**src/rtl/nseq_pkg.sv**
```systemverilog
package nseq_pkg;
  localparam int LEN_W  = 12;
  localparam int STAT_W = 13;

  localparam int B_WAIT = 19;
  localparam int B_LAST = 18;
  localparam int B_IRQ  = 13;

  localparam int S_TX_DONE  = 6;
  localparam int S_RX_DONE  = 7;
  localparam int S_CMD_DONE = 9;
  localparam int S_CMD_ERR  = 11;

  typedef enum logic [1:0] {
    CT_ADDR = 2'd0,
    CT_CMD  = 2'd1,
    CT_WR   = 2'd2,
    CT_RD   = 2'd3
  } cyc_type_e;

  typedef struct packed {
    cyc_type_e        ctype;
    logic             wait_rdy;
    logic             last;
    logic             irq_en;
    logic [LEN_W-1:0] len;
  } entry_t;

  function automatic entry_t decode_entry(logic [31:0] w);
    entry_t e;
    e.ctype    = cyc_type_e'(w[17:16]);
    e.wait_rdy = w[B_WAIT];
    e.last     = w[B_LAST];
    e.irq_en   = w[B_IRQ];
    e.len      = w[LEN_W-1:0];
    return e;
  endfunction
endpackage

```
**src/rtl/nseq_strobe.sv**
```systemverilog
module nseq_strobe #(
  parameter int T_LOW  = 2,
  parameter int T_HIGH = 2
) (
  input  logic clk_i,
  input  logic rst_ni,
  input  logic start_i,
  output logic low_o,
  output logic sample_o,
  output logic done_o
);
  localparam int CMAX = (T_LOW > T_HIGH) ? T_LOW : T_HIGH;
  localparam int CW   = $clog2(CMAX + 1);

  typedef enum logic [1:0] {PH_IDLE, PH_LOW, PH_HIGH} phase_e;

  phase_e        ph_q;
  logic [CW-1:0] cnt_q;

  always_ff @(posedge clk_i or negedge rst_ni) begin
    if (!rst_ni) begin
      ph_q  <= PH_IDLE;
      cnt_q <= '0;
    end else begin
      unique case (ph_q)
        PH_IDLE: if (start_i) begin
          ph_q  <= PH_LOW;
          cnt_q <= CW'(T_LOW - 1);
        end
        PH_LOW: if (cnt_q == '0) begin
          ph_q  <= PH_HIGH;
          cnt_q <= CW'(T_HIGH - 1);
        end else begin
          cnt_q <= cnt_q - 1'b1;
        end
        PH_HIGH: if (cnt_q == '0) ph_q <= PH_IDLE;
                 else cnt_q <= cnt_q - 1'b1;
        default: ph_q <= PH_IDLE;
      endcase
    end
  end

  assign low_o    = (ph_q == PH_LOW);
  assign sample_o = low_o && (cnt_q == '0);
  assign done_o   = (ph_q == PH_HIGH) && (cnt_q == '0);
endmodule

```
**src/rtl/nseq_status.sv**
```systemverilog
module nseq_status #(
  parameter int              W    = 13,
  parameter logic [W-1:0]    IMPL = '1
) (
  input  logic         clk_i,
  input  logic         rst_ni,
  input  logic [W-1:0] set_i,
  input  logic [W-1:0] arm_i,
  input  logic         clr_valid_i,
  input  logic [W-1:0] clr_mask_i,
  output logic [W-1:0] status_o,
  output logic         irq_o
);
  logic [W-1:0] armed;

  for (genvar i = 0; i < W; i++) begin : g_bit
    if (IMPL[i]) begin : g_flop
      logic st_q, arm_q;
      logic clr;
      assign clr = clr_valid_i && clr_mask_i[i];
      always_ff @(posedge clk_i or negedge rst_ni) begin
        if (!rst_ni) begin
          st_q  <= 1'b0;
          arm_q <= 1'b0;
        end else begin
          // a new event in the same cycle wins over the clear
          st_q  <= (st_q && !clr) || set_i[i];
          arm_q <= (arm_q && !clr) || (set_i[i] && arm_i[i]);
        end
      end
      assign status_o[i] = st_q;
      assign armed[i]    = arm_q;
    end else begin : g_tie
      assign status_o[i] = 1'b0;
      assign armed[i]    = 1'b0;
    end
  end

  assign irq_o = |(status_o & armed);
endmodule

```
**src/rtl/nand_cycle_seq.sv**
```systemverilog
module nand_cycle_seq
  import nseq_pkg::*;
#(
  parameter int T_LOW  = 2,
  parameter int T_HIGH = 2
) (
  input  logic              clk_i,
  input  logic              rst_ni,
  input  logic              entry_valid_i,
  input  logic [31:0]       entry_data_i,
  output logic              entry_ready_o,
  input  logic [LEN_W:0]    dma_count_i,
  input  logic              tx_valid_i,
  input  logic [7:0]        tx_data_i,
  output logic              tx_ready_o,
  output logic              rx_valid_o,
  output logic [7:0]        rx_data_o,
  input  logic              clr_valid_i,
  input  logic [STAT_W-1:0] clr_mask_i,
  output logic [STAT_W-1:0] status_o,
  output logic              irq_o,
  output logic              cle_o,
  output logic              ale_o,
  output logic              we_no,
  output logic              re_no,
  output logic [7:0]        io_o,
  output logic              io_oe_o,
  input  logic [7:0]        io_i,
  input  logic              rb_i
);
  localparam logic [STAT_W-1:0] IMPL_BITS =
    STAT_W'((1 << S_TX_DONE) | (1 << S_RX_DONE) | (1 << S_CMD_DONE) | (1 << S_CMD_ERR));

  typedef enum logic [2:0] {ST_IDLE, ST_LOAD, ST_PULSE, ST_WAIT, ST_FIN, ST_ERR} state_e;

  state_e           state_q, state_d;
  entry_t           ent_q, ent_in;
  logic [LEN_W-1:0] rem_q, rem_d;
  logic [7:0]       byte_q, byte_d;
  logic             is_data, len_bad;
  logic             stb_start, stb_low, stb_sample, stb_done;
  logic [STAT_W-1:0] set_vec, arm_vec;

  assign ent_in  = decode_entry(entry_data_i);
  assign is_data = (ent_in.ctype == CT_WR) || (ent_in.ctype == CT_RD);
  assign len_bad = is_data && ((LEN_W+1)'(ent_in.len) + 1'b1 != dma_count_i);

  always_comb begin
    state_d       = state_q;
    rem_d         = rem_q;
    byte_d        = byte_q;
    stb_start     = 1'b0;
    entry_ready_o = 1'b0;
    tx_ready_o    = 1'b0;
    set_vec       = '0;
    unique case (state_q)
      ST_IDLE: begin
        entry_ready_o = 1'b1;
        if (entry_valid_i) begin
          state_d = len_bad ? ST_ERR : ST_LOAD;
          rem_d   = is_data ? ent_in.len : '0;
          byte_d  = entry_data_i[7:0];
        end
      end
      ST_LOAD: begin
        if (ent_q.ctype == CT_WR) begin
          tx_ready_o = 1'b1;
          if (tx_valid_i) begin
            byte_d    = tx_data_i;
            stb_start = 1'b1;
            state_d   = ST_PULSE;
          end
        end else begin
          stb_start = 1'b1;
          state_d   = ST_PULSE;
        end
      end
      ST_PULSE: if (stb_done) begin
        if (rem_q == '0) state_d = ent_q.wait_rdy ? ST_WAIT : ST_FIN;
        else begin
          rem_d   = rem_q - 1'b1;
          state_d = ST_LOAD;
        end
      end
      ST_WAIT: if (rb_i) state_d = ST_FIN;
      ST_FIN: begin
        set_vec[S_CMD_DONE] = ent_q.last;
        set_vec[S_TX_DONE]  = (ent_q.ctype == CT_WR);
        set_vec[S_RX_DONE]  = (ent_q.ctype == CT_RD);
        state_d = ST_IDLE;
      end
      ST_ERR: begin
        set_vec[S_CMD_ERR] = 1'b1;
        state_d = ST_IDLE;
      end
      default: state_d = ST_IDLE;
    endcase
  end

  assign arm_vec = ent_q.irq_en ? set_vec : '0;

  always_ff @(posedge clk_i or negedge rst_ni) begin
    if (!rst_ni) begin
      state_q    <= ST_IDLE;
      ent_q      <= '0;
      rem_q      <= '0;
      byte_q     <= '0;
      rx_valid_o <= 1'b0;
      rx_data_o  <= '0;
    end else begin
      state_q    <= state_d;
      rem_q      <= rem_d;
      byte_q     <= byte_d;
      if (state_q == ST_IDLE && entry_valid_i) ent_q <= ent_in;
      rx_valid_o <= stb_sample && (ent_q.ctype == CT_RD);
      if (stb_sample) rx_data_o <= io_i;
    end
  end

  nseq_strobe #(.T_LOW(T_LOW), .T_HIGH(T_HIGH)) i_strobe (
    .clk_i    (clk_i),
    .rst_ni   (rst_ni),
    .start_i  (stb_start),
    .low_o    (stb_low),
    .sample_o (stb_sample),
    .done_o   (stb_done)
  );

  nseq_status #(.W(STAT_W), .IMPL(IMPL_BITS)) i_status (
    .clk_i       (clk_i),
    .rst_ni      (rst_ni),
    .set_i       (set_vec),
    .arm_i       (arm_vec),
    .clr_valid_i (clr_valid_i),
    .clr_mask_i  (clr_mask_i),
    .status_o    (status_o),
    .irq_o       (irq_o)
  );

  logic on_bus;
  assign on_bus  = (state_q == ST_LOAD) || (state_q == ST_PULSE);
  assign cle_o   = on_bus && (ent_q.ctype == CT_CMD);
  assign ale_o   = on_bus && (ent_q.ctype == CT_ADDR);
  assign io_oe_o = on_bus && (ent_q.ctype != CT_RD);
  assign io_o    = byte_q;
  assign we_no   = !(stb_low && (ent_q.ctype != CT_RD));
  assign re_no   = !(stb_low && (ent_q.ctype == CT_RD));
endmodule

```
**config.mk**
```make
export PLATFORM = sky130hd
export DESIGN_NAME = nand_cycle_seq
export DESIGN_NICKNAME = d
export VERILOG_FILES = /design/src/rtl/nseq_pkg.sv /design/src/rtl/nseq_strobe.sv /design/src/rtl/nseq_status.sv /design/src/rtl/nand_cycle_seq.sv
export SDC_FILE = /design/constraint.sdc
export NUM_CORES = 1
export LEC_CHECK = 0
export CAP_MARGIN = 20
export CORE_UTILIZATION = 23
export DETAILED_ROUTE_END_ITERATION = 10
export GPL_ROUTABILITY_DRIVEN = 0
export HOLD_SLACK_MARGIN = 0.06
export PLACE_DENSITY = 0.5
export SLEW_MARGIN = 20
export SYNTH_ARGS = -nofsm -noshare
export SYNTH_HDL_FRONTEND = slang
export SYNTH_SLANG_ARGS = --single-unit
export TNS_END_PERCENT = 100
```
**constraint.sdc**
```tcl
create_clock -name clk_i -period 3.7 [get_ports clk_i]
set_clock_uncertainty 0.1 [all_clocks]
set_input_delay 0.555 -clock clk_i [delete_from_list [all_inputs] [get_ports clk_i]]
set_output_delay 0.555 -clock clk_i [all_outputs]
set_load 0.05 [all_outputs]
```
==> results_tabular.tex <==
\begin{tabular}{lr}
\hline
Metric & Value \\
\hline
\multicolumn{2}{l}{\textbf{Run status}} \\
\quad Run status & finished, final reports clean \\
\multicolumn{2}{l}{\textbf{Critical path}} \\
\quad Worst-path fanout max & 10 \\
\quad Data arrival time of the critical path & 2.60 ns \\
\quad Required @ worst endpoint & 3.04 ns \\
\quad Sequence of cells on the critical path & nor2\_1 > and2\_1 > nor2\_1 > nor3b\_1 > clkdlybuf4s50\_1 \\
\quad Sort of element at the start of the critical path & flip-flop \\
\quad Delay-heaviest family, CP & simple AND/OR/NAND/NOR gates \\
\quad Delay contributed by the slowest stage of the critical path & 0.83 ns \\
\quad Worst Setup Path Type & reg -> out \\
\quad Highest-delay cell along the critical path & clkdlybuf4s50\_1 \\
\quad Element type at the critical path end & output pin \\
\quad Top cell by count, worst path & nor2\_1 \\
\quad Total buffers and inverters traversed by the critical path & 1 \\
\multicolumn{2}{l}{\textbf{Pwr}} \\
\quad Maximum resistive drop on vdd & 234 uV \\
\quad Switching Share & 0.461 \\
\quad Leakage power figure & 1.68 nW \\
\quad Switching power of the nets & 0.00154 W \\
\quad Logic gate share of total power & 0.545 \\
\quad Power per unit of standard cell area & 797 mW/mm\^{}2 \\
\quad Seq pwr share & 0.292 \\
\quad Internal Dissipation & 0.00180 W \\
\quad Clock share of power & 0.163 \\
\multicolumn{2}{l}{\textbf{Detailed routing}} \\
\quad Met1 wire length & 3.78 mm \\
\quad Avg WL per Cell & 14.2 um \\
\quad Top routing layer used & met4 \\
\quad Number of design-rule violations left by the first detailed-router iteration & 147 \\
\quad Met2 layer wire length in the routed design & 4.01 mm \\
\quad DRC violations left & 0 \\
\quad Via density & 4.58 \\
\quad Remaining antenna violation count after routing & 0 \\
\quad Met3 routed WL & 413 um \\
\quad Drt first pass iters & 4 \\
\quad Post-Route WL & 8.29 mm \\
\quad Total vias in the final route & 2663 \\
\multicolumn{2}{l}{\textbf{Logic synthesis}} \\
\quad Number of library cell types mapped by synthesis & 61 \\
\quad Flip-flop and latch count after synthesis & 49 \\
\quad Largest area contributor in the synthesized netlist & dfrtp\_1 \\
\quad Most used standard cells in the synthesized netlist & dfrtp\_1, nand2\_1, o21ai\_0 \\
\quad Part of the Yosys area used for sequential elements & 0.399 \\
\quad Netlist area before placement & 0.00307 mm\^{}2 \\
\quad Avg Synthesized Cell Area & 9.20 um\^{}2 \\
\quad Top post-synthesis cells by area & dfrtp\_1, o21ai\_0, mux2\_2 \\
\quad Share of Yosys cell area claimed by the top area cell type & 0.399 \\
\quad Count leader, synth & dfrtp\_1 \\
\quad Cells after synthesis & 334 \\
\quad Post-synth ARST share & 1.00 \\
\quad Synth Flop Type & dfrtp\_1 \\
\quad Number of flops mapped to enable cells by yosys & 0 \\
\quad Synthesis warning total & 0 \\
\multicolumn{2}{l}{\textbf{Min path}} \\
\quad Class of the tightest hold or removal check & in -> async \\
\multicolumn{2}{l}{\textbf{GRT}} \\
\quad Number of antenna violations at the first check in global routing & 0 \\
\quad Congestion Overflow GR & 0 \\
\quad GR Util All Layers & 0.123 \\
\quad Maximum number of pins on one net before global-route repair & 29 \\
\quad Vias in the first global route & 2737 \\
\quad First-pass GRT wire length & 13.8 mm \\
\multicolumn{2}{l}{\textbf{Clock tree}} \\
\quad Clock buffer count from CTS & 5 \\
\quad Clock tree from TritonCTS & yes \\
\quad Number of levels in the clock H-tree & 2 \\
\quad Clock sink count & 49 \\
\quad Clock root cell & clkbuf\_16 \\
\quad Resized cells post-CTS & 0 \\
\quad Post-cts hold buffer count & 0 \\
\quad Clock latency reported for the late side of the worst-skew pair & 0.29 ns \\
\quad Clock Tree Buf Depth & 2 \\
\quad Reg clk slew, reported paths & 0.07 ns \\
\quad Buffers inserted by post-CTS timing repair & 0 \\
\multicolumn{2}{l}{\textbf{Final layout}} \\
\quad Fill count & 1352 \\
\quad Final Instance Area & 0.00419 mm\^{}2 \\
\quad Number of antenna repair diodes & 0 \\
\quad FF/Latch Area & 0.00123 mm\^{}2 \\
\quad Fraction of layout cells with a size suffix above 1 & 0.0927 \\
\quad Area delta synth->final & 36.4\% \\
\quad Area used by multi-input combinational logic & 0.00165 mm\^{}2 \\
\quad Final net count & 497 \\
\quad Final standard cell count with taps included and fillers excluded & 582 \\
\multicolumn{2}{l}{\textbf{STA}} \\
\quad Final-report setup violation count & 0 \\
\quad Accumulated negative setup slack & 0 ns \\
\quad Fraction of the cycle the final worst path needs & 0.880 \\
\quad Pins over their slew limit & 0 \\
\quad Worst Slack Setup Final & 0.443 ns \\
\quad Final worst path period need & 3.26 ns \\
\quad Headroom to the max-slew limit & 0.494 \\
\quad Unrepaired setup endpoints after global routing & false \\
\quad Transition time at the pin with the least slew margin & 0.758 ns \\
\quad Final Hold Vio Count & 0 \\
\quad F\_max & 307 MHz \\
\multicolumn{2}{l}{\textbf{Floorplan}} \\
\quad Standard cell core area & 0.0128 mm\^{}2 \\
\quad Chip Width & 118 um \\
\quad Die outline height & 118 um \\
\quad Initial cell density of the core & 0.240 \\
\quad Floorplan die area & 0.0138 mm\^{}2 \\
\quad Number of rows created at floorplan & 41 \\
\quad Num ports & 118 \\
\multicolumn{2}{l}{\textbf{Place}} \\
\quad Cell count after placement & 574 \\
\quad Number of buffers inserted by port buffering & 84 \\
\quad Area after DPL & 0.00401 mm\^{}2 \\
\quad Pre-CTS WS & 0.608 ns \\
\quad Post-DP HPWL & 6.42 mm \\
\multicolumn{2}{l}{\textbf{Flow run}} \\
\quad Number of maximum-capacitance violations & 0 \\
\hline
\end{tabular}
-- kinds of logic after synthesis --
kind of cell / after synthesis / synth area share
AO/OA/AOI/OAI: 88 / 0.181
other: 1 / 0.00122
adder cells (fa/ha/maj): 8 / 0.0326
flip-flops: 49 / 0.399
multiplexers: 22 / 0.0774
buffers and inverters: 42 / 0.0737
XOR/XNOR: 18 / 0.0513
AND/OR/NAND/NOR: 106 / 0.184
-- worst reg2reg max path, delay by kind of cell (launching register included) --
family	cells	cell delay, ns
flip-flops	1	0.38
AND/OR/NAND/NOR	2	0.69
adder cells (fa/ha/maj)	1	0.18
AO/OA/AOI/OAI	3	0.97
buffers and inverters	1	0.08
-- cell usage in the layout (no fill, tap or decap), drive strengths merged, types with 3 or more instances in the layout --
master         instances
dfrtp                 49
and4                   3
and2                   6
nand2                 35
a32oi                  3
a32o                   3
and3                   5
conb                   9
nor2                  19
mux2i                  8
nor2b                  3
clkbuf                 6
a22o                   4
buf                    5
a21oi                 22
mux2                  14
nor3                  10
o21ai                 35
nor3b                  6
xor2                   6
xnor2                 12
ha                     8
a22oi                  3
inv                   14
clkdlybuf4s50         83
nand3                  4
-- state kept, by name, indices dropped and copies added (netlist names) --
| name | cells |
|---|---|
| i_strobe.cnt_q | 2 |
| rx_data_o | 8 |
| io_o | 8 |
| i_status.g_bit.g_flop.st_q | 4 |
| ent_q | 5 |
| i_strobe.ph_q | 2 |
| rem_q | 12 |
| i_status.g_bit.g_flop.arm_q | 4 |
| state_q | 3 |
| rx_valid_o | 1 |
-- layer usage --
layer	up-vias	GRT usage
met4	0	0.0288
met1	1257	0.157
met2	78	0.213
met5	-	0
met3	7	0.0257
li1	1321	-
-- power by group through the flow --
stage          Sequential, W  Combinational, W  Clock (W)
2_1_floorplan        0.00120           0.00106          0
3_3_place_gp        0.000976           0.00181          0
3_5_place_dp        0.000982           0.00183          0
4_1_cts             0.000974           0.00184   0.000552
5_1_grt              0.00101           0.00198   0.000581
6_report            0.000975           0.00182   0.000543
-- final timing paths --
kind	from	end	slack, ns	depth (start not counted)
worst max-delay path	state_q[0]$_DFFE_PN0P_	cle_o	0.44	5
max in group asynchronous	rst_ni	i_strobe.cnt_q[1]$_DFFE_PN0P_	2.55	2
min in group clk_i	io_o[4]$_DFFE_PN0P_	io_o[4]$_DFFE_PN0P_	0.39	2
worst min-delay path	rst_ni	i_status.g_bit[9].g_flop.st_q$_DFF_PN0_	0.19	1
worst max register to register	rem_q[0]$_DFFE_PN0P_	rem_q[7]$_DFFE_PN0P_	1.23	7
worst min register to register	io_o[4]$_DFFE_PN0P_	io_o[4]$_DFFE_PN0P_	0.39	2
-- through the flow --
stage          hold WS (ns)   util  total power, W
2_1_floorplan         0.159      -         0.00226
3_3_place_gp          0.367  0.313         0.00279
3_5_place_dp          0.376  0.313         0.00282
4_1_cts               0.217  0.327         0.00337
5_1_grt               0.238  0.327         0.00357
6_report              0.193  0.327         0.00334
-- cell type report --
type / count / share of cell area
multi-input cells: 251 / 0.395
flip-flops and latches: 49 / 0.293
repair buffers: 88 / 0.207
well taps: 172 / 0.0514
clock buffers: 6 / 0.0331
inverters: 14 / 0.0125
clock inverters: 2 / 0.00896
Note: power is estimated with default switching activity, not from simulation.
